**config.mk**
```make
export PLATFORM = sky130hd
export DESIGN_NAME = pp_program_buffer
export DESIGN_NICKNAME = d
export VERILOG_FILES = /design/src/rtl/pp_pkg.sv /design/src/rtl/pp_bit_asm.sv /design/src/rtl/pp_page_buf.sv /design/src/rtl/pp_busy_tmr.sv /design/src/rtl/pp_program_buffer.sv
export SDC_FILE = /design/constraint.sdc
export NUM_CORES = 2
export LEC_CHECK = 0
export ABC_AREA = 1
export CORE_MARGIN = 2
export CORE_UTILIZATION = 56
export CTS_CLUSTER_SIZE = 24
export DETAILED_ROUTE_END_ITERATION = 7
export PLACE_DENSITY_LB_ADDON = 0.25
export SLEW_MARGIN = 30
export SYNTH_ARGS = -nofsm -noshare
export SYNTH_HDL_FRONTEND = slang
export SYNTH_SLANG_ARGS = --single-unit
```
**constraint.sdc**
```tcl
create_clock -name clk_i -period 10.55 [get_ports clk_i]
set_input_delay 2.11 -clock clk_i [delete_from_list [all_inputs] [get_ports clk_i]]
set_output_delay 2.11 -clock clk_i [all_outputs]
set_load 0.03 [all_outputs]
```
**src/rtl/pp_pkg.sv**
```systemverilog
package pp_pkg;
  localparam int unsigned ADDR_W = 24;
  localparam int unsigned BYTE_W = 8;
  typedef logic [BYTE_W-1:0] byte_t;
endpackage

```
**src/rtl/pp_bit_asm.sv**
```systemverilog
module pp_bit_asm
  import pp_pkg::*;
(
  input  logic       clk_i,
  input  logic       rst_ni,
  input  logic       clr_i,
  input  logic       bit_vld_i,
  input  logic       dual_i,
  input  logic [1:0] dq_i,
  output logic       byte_vld_o,
  output byte_t      byte_o,
  output logic       aligned_o
);
  localparam int unsigned CNT_W = $clog2(BYTE_W) + 1;

  logic [CNT_W-1:0] cnt_q, cnt_nxt;
  byte_t            sh_q, sh_nxt;
  logic             vld_q, done;

  always_comb begin
    sh_nxt  = dual_i ? {sh_q[BYTE_W-3:0], dq_i} : {sh_q[BYTE_W-2:0], dq_i[0]};
    cnt_nxt = cnt_q + (dual_i ? CNT_W'(2) : CNT_W'(1));
    done    = (cnt_nxt >= CNT_W'(BYTE_W));
  end

  always_ff @(posedge clk_i or negedge rst_ni) begin
    if (!rst_ni) begin
      cnt_q <= '0;
      sh_q  <= '0;
      vld_q <= 1'b0;
    end else if (clr_i) begin
      cnt_q <= '0;
      vld_q <= 1'b0;
    end else begin
      vld_q <= 1'b0;
      if (bit_vld_i) begin
        sh_q  <= sh_nxt;
        cnt_q <= done ? '0 : cnt_nxt;
        vld_q <= done;
      end
    end
  end

  assign byte_vld_o = vld_q;
  assign byte_o     = sh_q;
  assign aligned_o  = (cnt_q == '0) && !vld_q;

  // a byte only completes on a bit strobe
  p_byte_from_bit_r2: assert property (@(posedge clk_i) disable iff (!rst_ni)
    byte_vld_o |-> $past(bit_vld_i));
endmodule

```
**src/rtl/pp_page_buf.sv**
```systemverilog
module pp_page_buf
  import pp_pkg::*;
#(
  parameter int unsigned PAGE_W = 8,
  localparam int unsigned PAGE_N = 1 << PAGE_W,
  localparam int unsigned HI_W   = ADDR_W - PAGE_W
) (
  input  logic              clk_i,
  input  logic              rst_ni,
  input  logic              load_i,
  input  logic [ADDR_W-1:0] base_i,
  input  logic              wr_i,
  input  byte_t             data_i,
  input  logic              flush_i,
  output logic              any_o,
  output logic              wr_vld_o,
  output logic [ADDR_W-1:0] wr_addr_o,
  output byte_t             wr_clr_o
);
  byte_t             clr_q [PAGE_N];
  logic [PAGE_N-1:0] valid_q;
  logic [PAGE_W-1:0] ptr_q, idx_q;
  logic [HI_W-1:0]   page_q;
  logic              flushing_q;

  always_ff @(posedge clk_i) begin
    if (wr_i && !load_i) clr_q[ptr_q] <= ~data_i;
  end

  always_ff @(posedge clk_i or negedge rst_ni) begin
    if (!rst_ni) begin
      valid_q <= '0;
      ptr_q   <= '0;
      page_q  <= '0;
    end else if (load_i) begin
      valid_q <= '0;
      ptr_q   <= base_i[PAGE_W-1:0];
      page_q  <= base_i[ADDR_W-1:PAGE_W];
    end else if (wr_i) begin
      valid_q[ptr_q] <= 1'b1;
      ptr_q          <= ptr_q + 1'b1;  // wraps inside the page
    end
  end

  always_ff @(posedge clk_i or negedge rst_ni) begin
    if (!rst_ni) begin
      flushing_q <= 1'b0;
      idx_q      <= '0;
    end else if (flush_i) begin
      flushing_q <= 1'b1;
      idx_q      <= '0;
    end else if (flushing_q) begin
      if (idx_q == PAGE_W'(PAGE_N - 1)) flushing_q <= 1'b0;
      idx_q <= idx_q + 1'b1;
    end
  end

  assign any_o     = |valid_q;
  assign wr_vld_o  = flushing_q && valid_q[idx_q] && (clr_q[idx_q] != '0);
  assign wr_addr_o = {page_q, idx_q};
  assign wr_clr_o  = clr_q[idx_q];
endmodule

```
**src/rtl/pp_busy_tmr.sv**
```systemverilog
module pp_busy_tmr #(
  parameter int unsigned PROG_CYCLES = 300,
  localparam int unsigned CNT_W = $clog2(PROG_CYCLES + 1)
) (
  input  logic clk_i,
  input  logic rst_ni,
  input  logic start_i,
  output logic busy_o,
  output logic done_o
);
  logic [CNT_W-1:0] cnt_q;
  logic             busy_q;

  always_ff @(posedge clk_i or negedge rst_ni) begin
    if (!rst_ni) begin
      busy_q <= 1'b0;
      cnt_q  <= '0;
    end else if (start_i) begin
      busy_q <= 1'b1;
      cnt_q  <= '0;
    end else if (busy_q) begin
      if (done_o) busy_q <= 1'b0;
      else        cnt_q  <= cnt_q + 1'b1;
    end
  end

  assign busy_o = busy_q;
  assign done_o = busy_q && (cnt_q == CNT_W'(PROG_CYCLES - 1));
endmodule

```
**src/rtl/pp_program_buffer.sv**
```systemverilog
module pp_program_buffer
  import pp_pkg::*;
#(
  parameter int unsigned PAGE_W      = 8,
  parameter int unsigned PROG_CYCLES = 300
) (
  input  logic              clk_i,
  input  logic              rst_ni,
  input  logic              wel_set_i,
  input  logic              allow_i,
  input  logic              start_i,
  input  logic [ADDR_W-1:0] addr_i,
  input  logic              bit_vld_i,
  input  logic              dual_i,
  input  logic [1:0]        dq_i,
  input  logic              commit_i,
  output logic              busy_o,
  output logic              wel_o,
  output logic              wr_vld_o,
  output logic [ADDR_W-1:0] wr_addr_o,
  output logic [BYTE_W-1:0] wr_clr_o
);
  logic  active_q, wel_q, load, accept, done;
  logic  byte_vld, aligned, any;
  byte_t byte_d;

  assign load   = start_i && !busy_o;
  assign accept = commit_i && !busy_o && !start_i && active_q && aligned &&
                  wel_q && allow_i && any;

  always_ff @(posedge clk_i or negedge rst_ni) begin
    if (!rst_ni) begin
      active_q <= 1'b0;
      wel_q    <= 1'b0;
    end else begin
      if (load)                       active_q <= 1'b1;
      else if (commit_i && !busy_o)   active_q <= 1'b0;
      if (done)                       wel_q <= 1'b0;
      else if (wel_set_i && !busy_o)  wel_q <= 1'b1;
    end
  end

  pp_bit_asm i_asm (
    .clk_i, .rst_ni,
    .clr_i      (load),
    .bit_vld_i  (bit_vld_i && active_q && !busy_o),
    .dual_i, .dq_i,
    .byte_vld_o (byte_vld),
    .byte_o     (byte_d),
    .aligned_o  (aligned)
  );

  pp_page_buf #(.PAGE_W(PAGE_W)) i_buf (
    .clk_i, .rst_ni,
    .load_i    (load),
    .base_i    (addr_i),
    .wr_i      (byte_vld),
    .data_i    (byte_d),
    .flush_i   (accept),
    .any_o     (any),
    .wr_vld_o, .wr_addr_o, .wr_clr_o
  );

  pp_busy_tmr #(.PROG_CYCLES(PROG_CYCLES)) i_tmr (
    .clk_i, .rst_ni,
    .start_i (accept),
    .busy_o,
    .done_o  (done)
  );

  assign wel_o = wel_q;

  p_wel_held_r9: assert property (@(posedge clk_i) disable iff (!rst_ni)
    busy_o |-> wel_o);
  p_busy_from_commit_r9: assert property (@(posedge clk_i) disable iff (!rst_ni)
    $rose(busy_o) |-> $past(commit_i));
  p_wr_in_busy_r6: assert property (@(posedge clk_i) disable iff (!rst_ni)
    wr_vld_o |-> busy_o);
  p_page_fixed_r4: assert property (@(posedge clk_i) disable iff (!rst_ni)
    (wr_vld_o && $past(wr_vld_o)) |->
      (wr_addr_o[ADDR_W-1:PAGE_W] == $past(wr_addr_o[ADDR_W-1:PAGE_W])));
  p_clr_nonzero_r11: assert property (@(posedge clk_i) disable iff (!rst_ni)
    wr_vld_o |-> (wr_clr_o != '0));
endmodule

```
Word-level counts from Yosys, hierarchy flattened
Memories as Yosys holds them, arrays and structs flattened.
Cells that the tools add are included.
Word-level totals
  register bits after elaboration: 314
  RAM bits: 2048
  bits of input ports: 34
  memories kept: 1
Operators by class
  add/subtract/negate cells: 4
  magnitude comparators: 4
  equality and inequality tests: 3
  mux-type cells: 32
  bitwise operators: 3
  reductions and logical operators: 32
Memory list
  i_buf.clr_q: depth 256, width 8, read ports 1, clocked after memory_dff 0, write ports 1, RTL line pp_page_buf.sv:20  | byte_t clr_q [PAGE_N];
Operators by type and width (number)
  256-bit 2-to-1 mux: 2
  256-bit OR: 1
  256-bit OR reduction: 1
  8-bit 2-to-1 mux: 5
  9-bit 2-to-1 mux: 3
  8-bit by 9-bit less-than comparator with 1-bit output, second input constant: 2
  1-bit logical AND: 17
  8-bit by 1-bit adder with 8-bit output, second input constant: 2
  1-bit 2-to-1 mux: 16
  4-bit 2-to-1 mux: 3
  2-bit nonzero test: 6
  9-bit by 1-bit adder with 9-bit output, second input constant: 1
  9-bit equality test, second input constant: 1
  1-bit binary-select mux with 8-bit select: 1
  1-bit demux with 8-bit select: 1
  8-bit equality test, second input constant: 1
  8-bit by 1-bit greater-or-equal comparator with 1-bit output, second input constant: 1
  8-bit inverter: 1
  8-bit nonzero test: 1
  4-bit adder: 1
  4-bit greater-or-equal comparator, second input constant: 1
  1-bit zero test: 4
  4-bit zero test: 1
  2-bit AND reduction: 2
  other kinds (3): 3

Longest topological paths before layout
  depth in word-level cells: 10
  gate-level depth with buffers: 23
  mapped depth without buffers: 21

Modules after synthesis
From an unflattened synthesis, not the netlist that was laid out.
Unflattened totals
  cell total of the unflattened synthesis: 9300
  area total of the unflattened synthesis: 99969.6 um^2
Modules (own cells, without submodules)
  pp_page_buf: times used 1, cells each 9089, area each 98454.4 um^2, sequential area each 68730.9 um^2
  pp_bit_asm: times used 1, cells each 86, area each 705.7 um^2, sequential area each 325.3 um^2
  pp_busy_tmr: times used 1, cells each 102, area each 675.6 um^2, sequential area each 250.2 um^2
  pp_program_buffer: times used 1, cells each 23, area each 133.9 um^2, sequential area each 50.0 um^2

Worst setup path before layout
No wires, ideal clock.
  path type: reg-to-output
  start: reg i_buf.idx_q[1]
  end: out wr_vld_o
  arrival time: 2.637 ns
  required time: 8.440 ns
  slack: 5.803 ns
  cell stages (with the launch flop): 18
  path through: dfrtp_1 buf_4 buf_2 clkbuf_1 o21ai_0 o21ai_0 nand2_1 nand2_1 inv_1 a21oi_1 nor2_1 nand2_1 nand3_1 nand2_1 nor2_1 nand2_1 nor2_1 nor2_1
On the way
  elaborated cells between the ends (all ways): 6
RTL lines
  from (decl): RTL line pp_page_buf.sv:22  | logic [PAGE_W-1:0] ptr_q, idx_q;
  from (signal assigned): RTL line pp_page_buf.sv:54  | idx_q <= idx_q + 1'b1;
  memory 256 x 8 bit
  via wr_clr_o[6]: RTL line pp_program_buffer.sv:21  | output logic [BYTE_W-1:0] wr_clr_o
  8-bit nonzero test: RTL line pp_page_buf.sv:59  | assign wr_vld_o = flushing_q && valid_q[idx_q] && (clr_q[idx_q] != '0);
  1-bit logical AND: RTL line pp_page_buf.sv:59
  to (decl): RTL line pp_program_buffer.sv:19  | output logic wr_vld_o,
The timed path passes the listed nets, and every way through them passes these cells. The select of a mux whose other input is x is not followed.

Worst setup path in the final report
  start: reg i_buf.idx_q[3]
  end: out wr_vld_o
On the way
  longest elaborated chain between the ends: 4
  elaborated cells between the ends (all ways): 6
RTL lines (RTL line)
  branches (longest 3 deep; another with memory 256 x 8 bit)
  1-bit logical AND (*): pp_page_buf.sv:59
Every way passes the cells marked *. The select of a mux whose other input is x is not followed.

==> metrics.md <==
| Metric | Value |
|---|---|
| Status | `completed` |
| Critical R2R Capture | `i_buf.clr_q[13][5]$_DFFE_PP_` |
| Placed Area | `102000 µm²` |
| Reg2Reg Depth | `9` |
| H-tree Lvls | `4` |
| Antenna Nets Post-Route | `0` |
| Critical path class | `register to primary output` |
| GPL Wtd Cong | `0.897` |
| Clock Skews | `48.0 ps` |
| Critical Path AT | `6610 ps` |
| DR WL/cell | `23.7 µm` |
| Final hold vios | `0` |
| Post-synth design cell area | `99800 µm²` |
| Largest family of logic cells by synthesized area | `simple AND/OR/NAND/NOR gates` |
| Hold path start | `i_buf.page_q[15]$_DFFE_PN0P_` |
| Post-CTS Setup Bufs | `0` |
| LEAKAGE | `39.4 nW` |
| Syn Inst Count | `9257` |
| First-pass GRT wire length | `412000 µm` |
| Layout cells sized above 1 | `5.26%` |
| Final min period | `8720 ps` |
| Die ar. | `182000 µm²` |
| FFs w/ async S/R, synth | `13.3%` |
| Gr usage total | `30.1%` |
| Skew-Pair Late Insertion Delay | `890 ps` |
| Worst reg-to-reg setup slack | `6610 ps` |
| Multi-input logic area | `25300 µm²` |
| CP Launch Point | `i_buf.idx_q[3]$_DFFE_PN0P_` |
| Via density | `6.01` |
| Adder-cell share of the synthesized area | `0.120%` |
| Post-synthesis compound-gate area fraction | `8.11%` |
| CTS max path bufs | `3` |
| Synth top cells by count | `2048 x edfxtp_1, 1930 x nand2_1, 1520 x nor2_1` |
| # clock sinks | `2362` |
| Worst hold path depth | `2` |
| CTS buffer count | `227` |
| Grt total ovfl | `0` |
| CP Launch Type | `register` |
| Die H | `426 µm` |
| Worst R2R Start | `i_tmr.busy_o$_DFF_PN0_` |
| Unique masters post-synth | `35` |
| CP Capture Type | `primary output` |
| Most used flip-flop cell after synthesis | `edfxtp_1` |
| Final wirelength | `274000 µm` |
| Finished Cell Area | `109000 µm²` |
| Mapped Avg Cell Area | `10.8 µm²` |
| Layout Utilization | `61.6%` |
| Critical path required time | `8440 ps` |
| Synth warn | `0` |
| Port bufs | `68` |
| Synth top area share | `61.6%` |
| Hold/Removal Path Class | `register to register` |
| Pre-CTS WS | `3000 ps` |
| Final setup vio count | `0` |
| CTS resizes | `0` |
| Number of global-route vias before repair | `66900` |
| Most frequent cell after synthesis | `edfxtp_1` |
| EDFF count, synth | `2048` |
| Sequential share of the synthesized area | `69.5%` |
| 1st-iter DRT viols | `9295` |
| Root cell of the clock tree | `clkbuf_16` |
| Worst Slack Setup Final | `1830 ps` |
| Rel. slew slack | `19.4%` |
| Fmax | `115 MHz` |
| Clk slew on worst S/H paths | `60 ps` |
| Initial antenna violation count | `5` |
| Max VDD drop | `0.199 mV` |
| # IOs | `69` |
| CP max FO | `69` |
| Max Cap Viol | `0` |
| Pins Over Slew Limit | `0` |
| Cts hold-fix bufs | `0` |
| # DRC | `0` |
| Fillers | `13700` |
| First drt pass iteration count | `6` |
| Slew @ Worst Pin | `1210 ps` |
| Initial Utilization | `56.5%` |
| Nets@finish | `9095` |
| Setup TNS | `0 ps` |
| PwrDens | `181 nW/µm²` |
| Largest net degree at the start of global routing | `209` |
| DIE WIDTH | `426 µm` |
| Register bit total from synthesis | `2362` |
| Via count | `69600` |
| Core Box Area | `177000 µm²` |
| Area leader, netlist | `edfxtp_1` |
| Post-Syn Nets | `9300` |
| RSZ-0062 raised after global routing | `no` |
| Largest cells by area after synthesis | `edfxtp_1 62%, dfrtp_1 7.9%, nand2_1 7.3%` |
| Area growth from synthesis to layout | `9.09%` |
| CTS tree | `yes` |
| Reg area | `69400 µm²` |
| Post-DP HPWL | `149000 µm` |
| Xor/xnor share of the synthesized area | `0.149%` |
| Hold endpoint | `i_buf.page_q[15]$_DFFE_PN0P_` |
| Std-Cell Rows | `154` |
| Synth Area in Simple Gates | `16.7%` |
| Fin crit share | `82.7%` |
| Fraction of synthesized area in multiplexers | `0%` |
| WHS | `473 ps` |
==> cell usage in the layout, fill, tap and decap left out, types with 11 or more instances in the layout <==
cell / n
nor2_1: 1515
clkinv_1: 51
nand3_1: 615
nand2_1: 1925
a21oi_1: 222
dfrtp_1: 310
inv_1: 551
buf_4: 84
nand4_1: 30
xor2_1: 11
nor4_1: 52
clkbuf_8: 19
clkbuf_16: 232
edfxtp_1: 2048
o22ai_1: 184
o21ai_1: 215
clkdlybuf4s50_1: 67
o211ai_1: 133
clkinv_2: 42
bufinv_16: 12
o21ai_0: 740
buf_12: 19
nand3_4: 11
clkbuf_1: 50
==> area by class of cell <==
class	count	share of cell area [%]
sequential	2362	63.7
tap	2340	2.69
timing repair buffer	176	1.64
clock buffer	301	5.74
inverter	579	2.08
antenna	1	0.00230
multi-input combinational	5706	23.2
clock inverter	116	0.949
==> worst max-delay path, cell delays in order (launching register included) <==
cell and delay [ps]:
dfrtp_1 490, inv_6 310, nor2_4 880, clkinv_1 940, a21oi_1 520, nor2_1 90
nand2_1 70, nand3_1 240, nand2_1 170, nand2_1 70, nand2_1 100, inv_1 130
nand2_1 200, nor2_1 60, nand2_1 70, nor2_1 130, nor2_1 400, clkdlybuf4s50_1 780
==> worst max path at each step <==
| stage | end | slack [ps] |
|---|---|---|
| 2_1_floorplan | wr_vld_o | 5800 |
| 3_3_place_gp | wr_vld_o | 2920 |
| 3_5_place_dp | wr_vld_o | 3000 |
| 4_1_cts | wr_vld_o | 2040 |
| 5_1_grt | wr_vld_o | 1780 |
| 6_report | wr_vld_o | 1830 |
==> layer usage <==
layer	up-vias	global-route usage, %	share of wire (%)
met4	8	12.7	4.5
li1	31200	-	-
met2	3868	46.4	46
met5	-	0	0.020
met1	33800	42.0	39
met3	721	6.00	11
==> flip-flops by register name (all words and copies together) (netlist names) <==
register          cells
i_buf.clr_q        2048
i_buf.valid_q       256
i_buf.page_q         16
i_tmr.cnt_q           9
i_asm.byte_o          8
i_buf.idx_q           8
i_buf.ptr_q           8
i_asm.cnt_q           4
active_q              1
i_asm.byte_vld_o      1
i_buf.flushing_q      1
i_tmr.busy_o          1
wel_o                 1
==> metrics by stage <==
| stage | instances | power (mW) |
|---|---|---|
| CTS | 11600 | 19.8 |
| finish | 11600 | 19.7 |
| global placement | 11200 | 11.9 |
| detailed placement | 11200 | 11.9 |
| floorplan | 9257 | 11.5 |
| global route | 11600 | 20.3 |
==> cells by family after synthesis <==
| group | Yosys count |
|---|---|
| buf+inv | 1189 |
| simple gates | 4178 |
| xor+xnor | 17 |
| fa+ha+maj | 9 |
| flops | 2362 |
| compound gates | 1502 |
==> power breakdown <==
part / switching (mW) / internal (mW) / total [mW]
clock network: 3.52 / 4.45 / 7.97
registers: 0.0321 / 10.4 / 10.5
logic: 1.05 / 0.259 / 1.31
total: 4.60 / 15.2 / 19.7
No activity file was read; power rests on OpenSTA's default activity.
